==> src/rtl/lsq_pkg.sv <==
package lsq_pkg;
    // Controller register offsets (behaviour depends on them)
    localparam int unsigned OFS_LINK_CAP  = 32'h07C;
    localparam int unsigned OFS_LINK_STAT = 32'h080;
    localparam int unsigned OFS_SPD_CTL   = 32'h80C;

    // Field layout
    localparam int unsigned SPD_W        = 4;   // max-speed field at bits SPD_W-1:0
    localparam int unsigned SPD_GEN1     = 1;
    localparam int unsigned SPD_GEN2     = 2;
    localparam int unsigned CHG_BIT      = 17;  // directed speed change request/busy
    localparam int unsigned STAT_GEN_LSB = 16;  // negotiated generation, 4 bits
    localparam int unsigned GEN_W        = 4;

    typedef enum logic [3:0] {
        S_IDLE, S_CAP1_RD, S_CAP1_WR, S_UP1, S_CAP2_RD, S_CAP2_WR,
        S_SPD_RD, S_SPD_WR, S_POLL_RD, S_POLL_GAP, S_UP2, S_STAT_RD,
        S_DONE, S_ERR
    } seq_state_e;
endpackage

==> src/rtl/lsq_timer.sv <==
module lsq_timer #(
    parameter int CW = 8
) (
    input  logic          clk,
    input  logic          rst_n,
    input  logic          clr,
    output logic [CW-1:0] cnt
);
    logic [CW-1:0] cnt_d, cnt_q;

    always_comb begin
        cnt_d = cnt_q;
        if (clr)
            cnt_d = '0;
        else if (cnt_q != {CW{1'b1}})
            cnt_d = cnt_q + 1'b1;
    end

    always_ff @(posedge clk or negedge rst_n) begin
        if (!rst_n) cnt_q <= '0;
        else        cnt_q <= cnt_d;
    end

    assign cnt = cnt_q;
endmodule

==> src/rtl/lsq_bus_port.sv <==
module lsq_bus_port #(
    parameter int AW = 12,
    parameter int DW = 32
) (
    input  logic          clk,
    input  logic          rst_n,
    input  logic          go,
    input  logic          go_we,
    input  logic [AW-1:0] go_addr,
    input  logic [DW-1:0] go_wdata,
    output logic          xfer_done,
    output logic [DW-1:0] xfer_rdata,
    output logic          reg_req,
    output logic          reg_we,
    output logic [AW-1:0] reg_addr,
    output logic [DW-1:0] reg_wdata,
    input  logic          reg_ack,
    input  logic [DW-1:0] reg_rdata
);
    typedef struct packed {
        logic          active;
        logic          we;
        logic [AW-1:0] addr;
        logic [DW-1:0] wdata;
        logic          done;
        logic [DW-1:0] rdata;
    } port_t;

    port_t d, q;

    always_comb begin
        d      = q;
        d.done = 1'b0;
        if (!q.active && go) begin
            d.active = 1'b1;
            d.we     = go_we;
            d.addr   = go_addr;
            d.wdata  = go_wdata;
        end else if (q.active && reg_ack) begin
            d.active = 1'b0;
            d.done   = 1'b1;
            if (!q.we) d.rdata = reg_rdata;
        end
    end

    always_ff @(posedge clk or negedge rst_n) begin
        if (!rst_n) q <= '0;
        else        q <= d;
    end

    assign reg_req    = q.active;
    assign reg_we     = q.we;
    assign reg_addr   = q.addr;
    assign reg_wdata  = q.wdata;
    assign xfer_done  = q.done;
    assign xfer_rdata = q.rdata;
endmodule

==> src/rtl/link_speed_seq.sv <==
module link_speed_seq
    import lsq_pkg::*;
#(
    parameter int AW            = 12,
    parameter int DW            = 32,
    parameter int LINK_WAIT_CYC = 100000,
    parameter int POLL_GAP      = 500,
    parameter int MAX_POLLS     = 200
) (
    input  logic             clk,
    input  logic             rst_n,
    input  logic             start,
    input  logic             link_up,
    output logic             train_en,
    output logic             done,
    output logic             error,
    output logic [GEN_W-1:0] gen,
    output logic             reg_req,
    output logic             reg_we,
    output logic [AW-1:0]    reg_addr,
    output logic [DW-1:0]    reg_wdata,
    input  logic             reg_ack,
    input  logic [DW-1:0]    reg_rdata
);
    localparam int TMAX = (LINK_WAIT_CYC > POLL_GAP) ? LINK_WAIT_CYC : POLL_GAP;
    localparam int CW   = $clog2(TMAX + 1) + 1;
    localparam int PW   = $clog2(MAX_POLLS + 1);
    localparam logic [DW-1:0] SPD_MASK = DW'((1 << SPD_W) - 1);
    localparam logic [DW-1:0] CHG_MASK = DW'(1) << CHG_BIT;

    typedef struct packed {
        seq_state_e       state;
        logic             pend;
        logic             train;
        logic [GEN_W-1:0] gen;
        logic [PW-1:0]    polls;
    } seq_t;

    seq_t d, q;

    logic          go, go_we, xfer_done, is_xact, xact_done, tclr;
    logic [AW-1:0] go_addr;
    logic [DW-1:0] go_wdata, rd;
    logic [CW-1:0] tcnt;

    lsq_bus_port #(.AW(AW), .DW(DW)) u_port (
        .clk(clk), .rst_n(rst_n),
        .go(go), .go_we(go_we), .go_addr(go_addr), .go_wdata(go_wdata),
        .xfer_done(xfer_done), .xfer_rdata(rd),
        .reg_req(reg_req), .reg_we(reg_we), .reg_addr(reg_addr),
        .reg_wdata(reg_wdata), .reg_ack(reg_ack), .reg_rdata(reg_rdata)
    );

    lsq_timer #(.CW(CW)) u_timer (
        .clk(clk), .rst_n(rst_n), .clr(tclr), .cnt(tcnt)
    );

    always_comb begin
        d         = q;
        go        = 1'b0;
        go_we     = 1'b0;
        go_addr   = '0;
        go_wdata  = '0;
        is_xact   = 1'b1;
        xact_done = 1'b0;

        // Command of each transaction state
        case (q.state)
            S_CAP1_RD, S_CAP2_RD: go_addr = AW'(OFS_LINK_CAP);
            S_CAP1_WR: begin
                go_we = 1'b1; go_addr = AW'(OFS_LINK_CAP);
                go_wdata = (rd & ~SPD_MASK) | DW'(SPD_GEN1);
            end
            S_CAP2_WR: begin
                go_we = 1'b1; go_addr = AW'(OFS_LINK_CAP);
                go_wdata = (rd & ~SPD_MASK) | DW'(SPD_GEN2);
            end
            S_SPD_RD, S_POLL_RD: go_addr = AW'(OFS_SPD_CTL);
            S_SPD_WR: begin
                go_we = 1'b1; go_addr = AW'(OFS_SPD_CTL);
                go_wdata = rd | CHG_MASK;
            end
            S_STAT_RD: go_addr = AW'(OFS_LINK_STAT);
            default:   is_xact = 1'b0;
        endcase

        // One transaction at a time: issue, then wait for completion
        if (is_xact) begin
            if (!q.pend) begin
                go     = 1'b1;
                d.pend = 1'b1;
            end else if (xfer_done) begin
                d.pend    = 1'b0;
                xact_done = 1'b1;
            end
        end

        case (q.state)
            S_IDLE, S_DONE, S_ERR: if (start) begin
                d.state = S_CAP1_RD;
                d.train = 1'b0;
                d.gen   = '0;
                d.polls = '0;
            end
            S_CAP1_RD: if (xact_done) d.state = S_CAP1_WR;
            S_CAP1_WR: if (xact_done) begin
                d.state = S_UP1;
                d.train = 1'b1;
            end
            S_UP1, S_UP2: begin
                if (link_up)
                    d.state = (q.state == S_UP1) ? S_CAP2_RD : S_STAT_RD;
                else if (tcnt == CW'(LINK_WAIT_CYC - 1))
                    d.state = S_ERR;
            end
            S_CAP2_RD: if (xact_done) d.state = S_CAP2_WR;
            S_CAP2_WR: if (xact_done) d.state = S_SPD_RD;
            S_SPD_RD:  if (xact_done) d.state = S_SPD_WR;
            S_SPD_WR:  if (xact_done) d.state = S_POLL_RD;
            S_POLL_RD: if (xact_done) begin
                if (!rd[CHG_BIT]) begin
                    d.state = S_UP2;
                end else begin
                    d.polls = q.polls + 1'b1;
                    d.state = (q.polls + 1'b1 == PW'(MAX_POLLS)) ? S_ERR : S_POLL_GAP;
                end
            end
            S_POLL_GAP: if (tcnt == CW'(POLL_GAP - 1)) d.state = S_POLL_RD;
            S_STAT_RD: if (xact_done) begin
                d.gen   = rd[STAT_GEN_LSB +: GEN_W];
                d.state = S_DONE;
            end
            default: d.state = S_IDLE;
        endcase

        tclr = (d.state != q.state);
    end

    always_ff @(posedge clk or negedge rst_n) begin
        if (!rst_n) begin
            q       <= '0;
            q.state <= S_IDLE;
        end else begin
            q <= d;
        end
    end

    assign train_en = q.train;
    assign done     = (q.state == S_DONE);
    assign error    = (q.state == S_ERR);
    assign gen      = q.gen;
endmodule

==> config.mk <==
export PLATFORM = sky130hd
export DESIGN_NAME = link_speed_seq
export DESIGN_NICKNAME = d
export VERILOG_FILES = /design/src/rtl/lsq_pkg.sv /design/src/rtl/lsq_timer.sv /design/src/rtl/lsq_bus_port.sv /design/src/rtl/link_speed_seq.sv
export SDC_FILE = /design/constraint.sdc
export NUM_CORES = 1
export LEC_CHECK = 0
export CORE_ASPECT_RATIO = 0.7
export CORE_UTILIZATION = 39
export CTS_CLUSTER_SIZE = 8
export DETAILED_ROUTE_END_ITERATION = 12
export GPL_ROUTABILITY_DRIVEN = 1
export PLACE_DENSITY = 0.62
export SYNTH_ARGS = -nofsm -noshare
export SYNTH_HDL_FRONTEND = slang
export SYNTH_SLANG_ARGS = --single-unit
==> constraint.sdc <==
create_clock -name clk -period 5.1 [get_ports clk]
set_input_delay 0.765 -clock clk [delete_from_list [all_inputs] [get_ports clk]]
set_output_delay 0.765 -clock clk [all_outputs]
set_load 0.03 [all_outputs]
# Word-level counts from Yosys, hierarchy flattened
# Index checks and enable logic that the tools add are counted.
dict set report totals {
  ff_bits 115
  out_inout_bits 53
  word_cells 100
}
dict set report op_classes {
  eq_ne 23
  bitwise_logic 2
  add_sub_neg 2
  n_reduce_logical 19
  muxes 42
}
# operator n
set ops {}
lappend ops {{$pmux 32 s3} 1}
lappend ops {{$mux 33} 2}
lappend ops {{$mux 4} 14}
lappend ops {{$pmux 4 s11} 1}
lappend ops {{$mux 18} 2}
lappend ops {{$pmux 12 s3} 1}
lappend ops {{$mux 32} 1}
lappend ops {{$eq 4x4->1 const B} 6}
lappend ops {{$add 18x1->18 const B} 1}
lappend ops {{$eq 18x17->1 const B} 1}
lappend ops {{$eq 18x9->1 const B} 1}
lappend ops {{$ne 18x18->1 const B} 1}
lappend ops {{$eq 4x3->1 const B} 4}
lappend ops {{$mux 8} 2}
lappend ops {{$pmux 8 s2} 1}
lappend ops {{$mux 13} 1}
lappend ops {{$mux 1} 12}
lappend ops {{$reduce_bool 2->1} 5}
lappend ops {{$reduce_and 3->1} 3}
lappend ops {{$reduce_or 3->1} 3}
lappend ops {{$add 8x1->8 const B} 1}
lappend ops {{$eq 4x2->1 const B} 2}
lappend ops {{$eq 8x8->1 const B} 1}
lappend ops {{$ne 2x2->1 const B} 4}
lappend ops {{other kinds (14)} 17}

# Longest topological paths before layout
# Gate-level depths: netlist of the first run.
dict set report depth {
  ltp_word 8
  mapped_depth 9
  depth_no_buf 7
}

# Modules after synthesis
# A second synthesis of the first run with hierarchy kept.
dict set report unflattened {
  hier_cells 498
  area_unflattened_um2 5741.8
}
# module cells_each instances seq_area_each_um2 area_each_um2
set by_module_without_submodules {}
lappend by_module_without_submodules {lsq_bus_port 169 1 1976.9 2976.6}
lappend by_module_without_submodules {link_speed_seq 231 1 450.4 1751.7}
lappend by_module_without_submodules {lsq_timer 98 1 450.4 1013.5}

# Least setup slack after synthesis of the first run
# No wires, ideal clock.
dict set report synth_timing {
  path_kind {input-to-reg}
  startpoint {input start}
  endpoint {register u_timer.cnt_q[10], in the netlist u_timer.cnt[10]}
  cell_stages 7
  t_arrival_ns 2.211
  path_slack_ns 2.761
  path_cell_list {nor4b_1 a31oi_1 and2_1 o311a_2 mux2i_2 buf_6 nor3_2}
}
dict set report synth_between {
  elab_chain_len 4
  elab_cells_between_ends 5
  cone_classes {1 x eq/ne; 3 x mux; 1 x reduce/logical}
}
# item line_no
set synth_rtl {}
lappend synth_rtl {{start, declared} link_speed_seq.sv:12} ;# input logic start,
lappend synth_rtl {{$mux 4 (*)} link_speed_seq.sv:99} ;# S_IDLE, S_DONE, S_ERR: if (start) begin
lappend synth_rtl {{$pmux 4 s11 (*)} link_speed_seq.sv:98} ;# case (q.state)
lappend synth_rtl {{$ne 4x4->1 (*)} link_speed_seq.sv:136} ;# tclr = (d.state != q.state);
lappend synth_rtl {{$mux 18 or $reduce_bool 2->1 (tied branches)} n/a}
lappend synth_rtl {{end signal, assigned} lsq_timer.sv:21} ;# else cnt_q <= cnt_d;
lappend synth_rtl {{end, declared} lsq_timer.sv:9} ;# logic [CW-1:0] cnt_d, cnt_q;
# Every way passes the cells marked *; elsewhere a longest branch is shown, timed or not.
# A chain may end at the register's enable or synchronous reset.

# Worst setup path in the final report of the first run
dict set report layout_timing {
  startpoint {register q[14] (netlist bit)}
  endpoint {output error}
}
dict set report layout_between {
  elab_chain_len 1
}
# item line_no
set layout_rtl {}
lappend layout_rtl {{start, declared} link_speed_seq.sv:39} ;# seq_t d, q;
lappend layout_rtl {{$eq 4x4->1} link_speed_seq.sv:150} ;# assign error = (q.state == S_ERR);
lappend layout_rtl {{end, declared} link_speed_seq.sv:16} ;# output logic error,
# No other way between the ends.

==> flow_metrics.env, run 1 <==
export IMPL_dieArea_sq_um=13500
export IMPL_leakage_nw=2.66
export IMPL_reg2reg_slack_ns=2.01
export IMPL_cts_buffers=9
export IMPL_core_sq_um=12500
export IMPL_grt_pass1_wl_um=19600
export IMPL_insertion_delay_ns=0.35
export IMPL_power_w=0.00266
export IMPL_place_hpwl_um=7590
export IMPL_min_from="u_port.reg_wdata[1]"
export IMPL_cts_tree="done"
export IMPL_vias_per_cell=5.43
export IMPL_cts_resized=0
export IMPL_p_comb_frac=0.271
export IMPL_hold_end="u_port.reg_wdata[1]"
export IMPL_relSlewSlack=0.386
export IMPL_drv_cap=0
export IMPL_antenna_cells=0
export IMPL_cp_num_buf_inv=2
export IMPL_ys_flop_type="dfrtp_1"
export IMPL_cpPeakStageDelay_ns=0.80
export IMPL_power_density_nw_per_um2=426
export IMPL_reg2reg_from="q[15]"
export IMPL_first_pass_iters=9
export IMPL_layout_setup_ws_ns=1.86
export IMPL_setup_tns_ns=0
export IMPL_rows=34
export IMPL_wl_um=11400
export IMPL_rsz0062_at_grt="no"
export IMPL_clk_pin_slew_ns=0.07
export IMPL_root_buffer="clkbuf_16"
export IMPL_final_setup_viol_count=0
export IMPL_fill_cells=1117
export IMPL_synth_edff_count=0
export IMPL_pre_cts_slack_ns=2.03
export IMPL_start_kind="flip-flop"
export IMPL_dp_cells=684
export IMPL_violations="design-rule violations"
export IMPL_clkPwrFrac=0.254
export IMPL_first_global_vias=3724
export IMPL_arrival_ns=2.47
export IMPL_wl_per_cell_um=16.2
export IMPL_grt_max_degree=74
export IMPL_finalHoldViolCount=0
export IMPL_drc=6
export IMPL_ys_types=55
export IMPL_area_growth_pct=23.3
export IMPL_final_nets=573
export IMPL_crit_fanout=20
export IMPL_critPathRequiredTime_ns=4.34
export IMPL_fin_cells=700
export IMPL_switching_power_w=0.000903
export IMPL_status="complete, but fails checks"
export IMPL_hold_depth=2
export IMPL_syn_area_per_cell_sq_um=10.9
export IMPL_grt_antenna_before_repair=0
export IMPL_fin_util=0.498
export IMPL_fin_crit_sh=0.635
export IMPL_syn_area_sq_um=5070
export IMPL_p_int_w=0.00176
export IMPL_cts_setup_buffers=0
export IMPL_die_width_um=138
export IMPL_track_usage=0.183
export IMPL_critPathTopFamily="buffers and inverters"
export IMPL_path_class="reg2out"
export IMPL_worstMarginPinSlew_ns=0.921
export IMPL_drtIter0Drc=283
export IMPL_htreeDepth=3
export IMPL_die_h_um=97.4
export IMPL_fin_skew_ns=0.00944
export IMPL_sw_frac_of_total=0.339
export IMPL_clockBufferDepth=2
export IMPL_pwr_share_seq=0.475
export IMPL_initial_core_util=0.404
export IMPL_ys_seq_area_frac=0.528
export IMPL_fin_crit_ns=3.24
export IMPL_final_layout_size_suffix_gt1_frac=0.136
export IMPL_ys_seq_elements=107
export IMPL_worst_path_max_delay_cell="dfrtp_1"
export IMPL_r2r_end="u_port.reg_wdata[5]"
export IMPL_worstPathCellList="inv_1, nor3_1, clkdlybuf4s50_1"
export IMPL_irDropWorstVdd_mv=0.198
export IMPL_vias=3800
export IMPL_fmax_mhz=309
export IMPL_cts_hold_buf=0
export IMPL_place_congestion=0.841
export IMPL_hp_class="reg2reg"
export IMPL_ys_async_sr_fraction=1.00
export IMPL_portBuffers=84
export IMPL_ios=90
export IMPL_cp_end_kind="output pin"
export IMPL_netlist_instances=467
export IMPL_r2r_cells=7
export IMPL_grt_overflow_total=0
export IMPL_ant_nets=0
export IMPL_synth_warning_count=0
export IMPL_slew_violations=0
export IMPL_cts_sinks=107
==> logic make-up after synthesis <==
group,synth area share
other,0.000739
multiplexers,0.0819
adder cells (fa/ha/maj),0.00740
flip-flops,0.528
buffers and inverters,0.0447
AND/OR/NAND/NOR,0.171
XOR/XNOR,0.0294
AO/OA/AOI/OAI,0.137
==> final cells by class <==
| class | instances | area (sq um) | share of cell area |
|---|---|---|---|
| repair buffers | 89 | 876 | 0.140 |
| clock inverters | 6 | 57.6 | 0.00920 |
| well taps | 162 | 203 | 0.0324 |
| inverters | 6 | 22.5 | 0.00360 |
| multi-input cells | 320 | 2190 | 0.350 |
| clock buffers | 10 | 229 | 0.0366 |
| flip-flops and latches | 107 | 2680 | 0.428 |
==> routing by layer <==
layer | vias up | global-route usage | routed length, um
li1 | 1822 | - | -
met1 | 1862 | 0.272 | 5740
met2 | 103 | 0.267 | 4970
met3 | 13 | 0.0375 | 504
met4 | 0 | 0.0536 | 159
met5 | - | 0 | 0
==> cell usage after synthesis (10+ instances only) <==
cell type | n | share of area
nor2_1 | 27 | 0.020
o21ai_0 | 26 | 0.026
buf_4 | 12 | 0.018
dfrtp_1 | 107 | 0.53
clkbuf_1 | 13 | 0.0096
nor3_1 | 20 | 0.020
xnor2_1 | 11 | 0.019
nand2_1 | 42 | 0.031
nor3_2 | 10 | 0.020
a22o_1 | 32 | 0.055
nand3_1 | 12 | 0.012
mux2_2 | 33 | 0.073
==> power by group through the flow <==
stage	combinational, W	clock, W	sequential, W
floorplan	0.000456	0	0.00130
global placement	0.000711	0	0.00126
detailed placement	0.000727	0	0.00127
CTS	0.000728	0.000703	0.00126
global route	0.000793	0.000731	0.00130
finish	0.000723	0.000678	0.00126
==> worst min-delay path, stage by stage, from the launching register on <==
cell and delay (ns):
dfrtp_1 0.35, nand2_1 0.05, o41ai_1 0.05
==> layout by cell type (no fill, tap or decap), types with 5 or more instances in the layout <==
cell	Yosys	routed
a21oi_1	8	8
xor2_1	6	6
nor3_1	20	20
o21ai_0	26	26
nor3_2	10	10
nor4_1	5	5
clkbuf_16	0	9
nand3_1	12	12
clkdlybuf4s50_1	0	83
a22o_1	32	32
buf_4	12	6
nor2_1	27	27
dfrtp_1	107	107
o31ai_1	5	5
nand2_1	42	42
inv_1	6	6
and3_1	8	8
nand4_1	9	9
xnor2_1	11	11
mux2_2	33	33
conb_1	1	5
==> registers in the layout, summed over array words and instances, names as in the netlist <==
| register | flops |
|---|---|
| u_port.reg_req | 1 |
| gen | 4 |
| train_en | 1 |
| u_port.xfer_rdata | 32 |
| u_port.xfer_done | 1 |
| u_timer.cnt | 18 |
| u_port.reg_we | 1 |
| q | 13 |
| u_port.reg_addr | 4 |
| u_port.reg_wdata | 32 |
==> per-stage QoR <==
stage / instance area (sq um) / hold WS, ns
global placement: 5970 / 0.466
global route: 6250 / 0.498
CTS: 6250 / 0.486
floorplan: 5090 / 0.461
finish: 6250 / 0.484
detailed placement: 5970 / 0.465
==> worst max path at each step <==
stage / start / end / slack (ns) / cells past startpoint
2_1_floorplan: start / u_timer.cnt[10] / 2.76 / 7
3_3_place_gp: start / u_timer.cnt[17] / 2.08 / 8
3_5_place_dp: start / u_timer.cnt[17] / 2.03 / 8
4_1_cts: q[17] / error / 1.91 / 3
5_1_grt: q[15] / u_port.reg_wdata[20] / 1.73 / 7
6_report: q[14] / error / 1.86 / 3
No activity file was read; power rests on OpenSTA's default activity.
==> run 2: changes to the inputs <==
- clock period: 5.1 -> 3.2 ns (I/O delays scaled with it)
==> flow_metrics.env, run 2 (synthesized netlist as in run 1, its figures left out) <==
export IMPL_cts_tree="done"
export IMPL_rows=34
export IMPL_cts_hold_buf=0
export IMPL_place_congestion=0.909
export IMPL_reg2reg_slack_ns=0.59
export IMPL_drc=6
export IMPL_r2r_end="u_timer.cnt[17]"
export IMPL_htreeDepth=3
export IMPL_critPathCapture="error"
export IMPL_antenna_cells=0
export IMPL_start_kind="flip-flop"
export IMPL_relSlewSlack=0.463
export IMPL_first_pass_iters=9
export IMPL_violations="design-rule violations"
export IMPL_final_setup_viol_count=0
export IMPL_drv_cap=0
export IMPL_die_h_um=97.4
export IMPL_wl_um=11600
export IMPL_grt_pass1_wl_um=19400
export IMPL_r2r_cells=7
export IMPL_fin_util=0.505
export IMPL_cts_buffers=9
export IMPL_irDropWorstVdd_mv=0.328
export IMPL_insertion_delay_ns=0.34
export IMPL_fmax_mhz=369
export IMPL_finalHoldViolCount=0
export IMPL_critPathRequiredTime_ns=2.72
export IMPL_wl_per_cell_um=16.3
export IMPL_grt_max_degree=41
export IMPL_worstMarginPinSlew_ns=0.800
export IMPL_ant_nets=0
export IMPL_cts_setup_buffers=0
export IMPL_reg2reg_from="q[15]"
export IMPL_hp_class="in2async"
export IMPL_fin_crit_sh=0.847
export IMPL_grt_antenna_before_repair=0
export IMPL_sw_frac_of_total=0.338
export IMPL_vias=3875
export IMPL_crit_start="q[17]"
export IMPL_final_common_cell="dfrtp_1"
export IMPL_fin_skew_ns=0.0104
export IMPL_root_buffer="clkbuf_16"
export IMPL_status="complete, but fails checks"
export IMPL_p_comb_frac=0.282
export IMPL_initial_core_util=0.404
export IMPL_cp_end_kind="output pin"
export IMPL_final_nets=582
export IMPL_core_sq_um=12500
export IMPL_crit_fanout=13
export IMPL_power_density_nw_per_um2=673
export IMPL_track_usage=0.181
export IMPL_first_global_vias=3718
export IMPL_pwr_share_seq=0.466
export IMPL_final_layout_size_suffix_gt1_frac=0.150
export IMPL_leakage_nw=2.71
export IMPL_cts_sinks=107
export IMPL_portBuffers=84
export IMPL_vias_per_cell=5.47
export IMPL_setup_tns_ns=0
export IMPL_die_width_um=138
export IMPL_cts_resized=0
export IMPL_p_int_w=0.00282
export IMPL_rsz0062_at_grt="no"
export IMPL_slew_violations=0
export IMPL_clkPwrFrac=0.252
export IMPL_fin_crit_ns=2.71
export IMPL_path_class="reg2out"
export IMPL_arrival_ns=2.23
export IMPL_place_hpwl_um=8160
export IMPL_drtIter0Drc=242
export IMPL_area_growth_pct=24.9
export IMPL_grt_overflow_total=0
export IMPL_layout_common_cells="107 x dfrtp_1, 83 x clkdlybuf4s50_1, 42 x nand2_1"
export IMPL_ios=90
export IMPL_clockBufferDepth=2
export IMPL_clk_pin_slew_ns=0.07
export IMPL_switching_power_w=0.00144
export IMPL_dieArea_sq_um=13500
[run 2: worst min-delay path by stage]
| stage | slack, ns | from | cells past startpoint | end |
|---|---|---|---|---|
| 3_3_place_gp | 0.47 | u_port.xfer_rdata[30] | 1 | u_port.reg_wdata[30] |
| 6_report | 0.11 | rst_n | 1 | u_timer.cnt[9] |
| 4_1_cts | 0.12 | rst_n | 1 | u_timer.cnt[10] |
| 3_5_place_dp | 0.47 | u_port.reg_addr[7] | 1 | u_port.reg_addr[7] |
| 2_1_floorplan | 0.18 | rst_n | 0 | gen[0] |
| 5_1_grt | 0.14 | rst_n | 1 | u_timer.cnt[9] |
[run 2: worst max-delay path, stage by stage, from the launching register on]
cell	delay [ns]
dfrtp_1	0.64
buf_4	0.24
nand2_1	0.10
nor3_1	0.20
clkdlybuf4s50_1	0.71
[run 2: cell type report]
type,instances,area [sq um]
Clock buffer,10,229
Clock inverter,6,56.3
Fill cell,1108,6220
Inverter,6,22.5
Multi-Input combinational cell,320,2190
Sequential cell,107,2680
Tap cell,162,203
Timing Repair Buffer,98,956
[run 2: power by group through the flow]
stage	registers (W)	clock network, W	logic [W]
floorplan	0.00206	0	0.000726
global placement	0.00199	0	0.00118
detailed placement	0.00201	0	0.00120
CTS	0.00198	0.00111	0.00121
global route	0.00204	0.00116	0.00131
finish	0.00199	0.00108	0.00120
[run 2: per-stage QoR]
stage	worst slack [ns]	area (sq um)	power, W	hold WS, ns	cells
after global placement	0.536	6050	0.00317	0.467	693
after floorplan	0.876	5090	0.00279	0.184	471
final	0.491	6330	0.00426	0.107	709
after global routing	0.354	6330	0.00451	0.136	709
after detailed placement	0.493	6050	0.00321	0.469	693
after CTS	0.455	6330	0.00430	0.124	709
[run 2: layer usage]
layer | global-route usage | wire, um | vias to the layer above | part of all wire
li1 | - | - | 1844 | -
met1 | 0.264 | 5680 | 1904 | 0.49
met2 | 0.276 | 5230 | 120 | 0.45
met3 | 0.0370 | 542 | 7 | 0.047
met4 | 0.0424 | 104 | 0 | 0.0090
met5 | 0 | 0 | - | 0
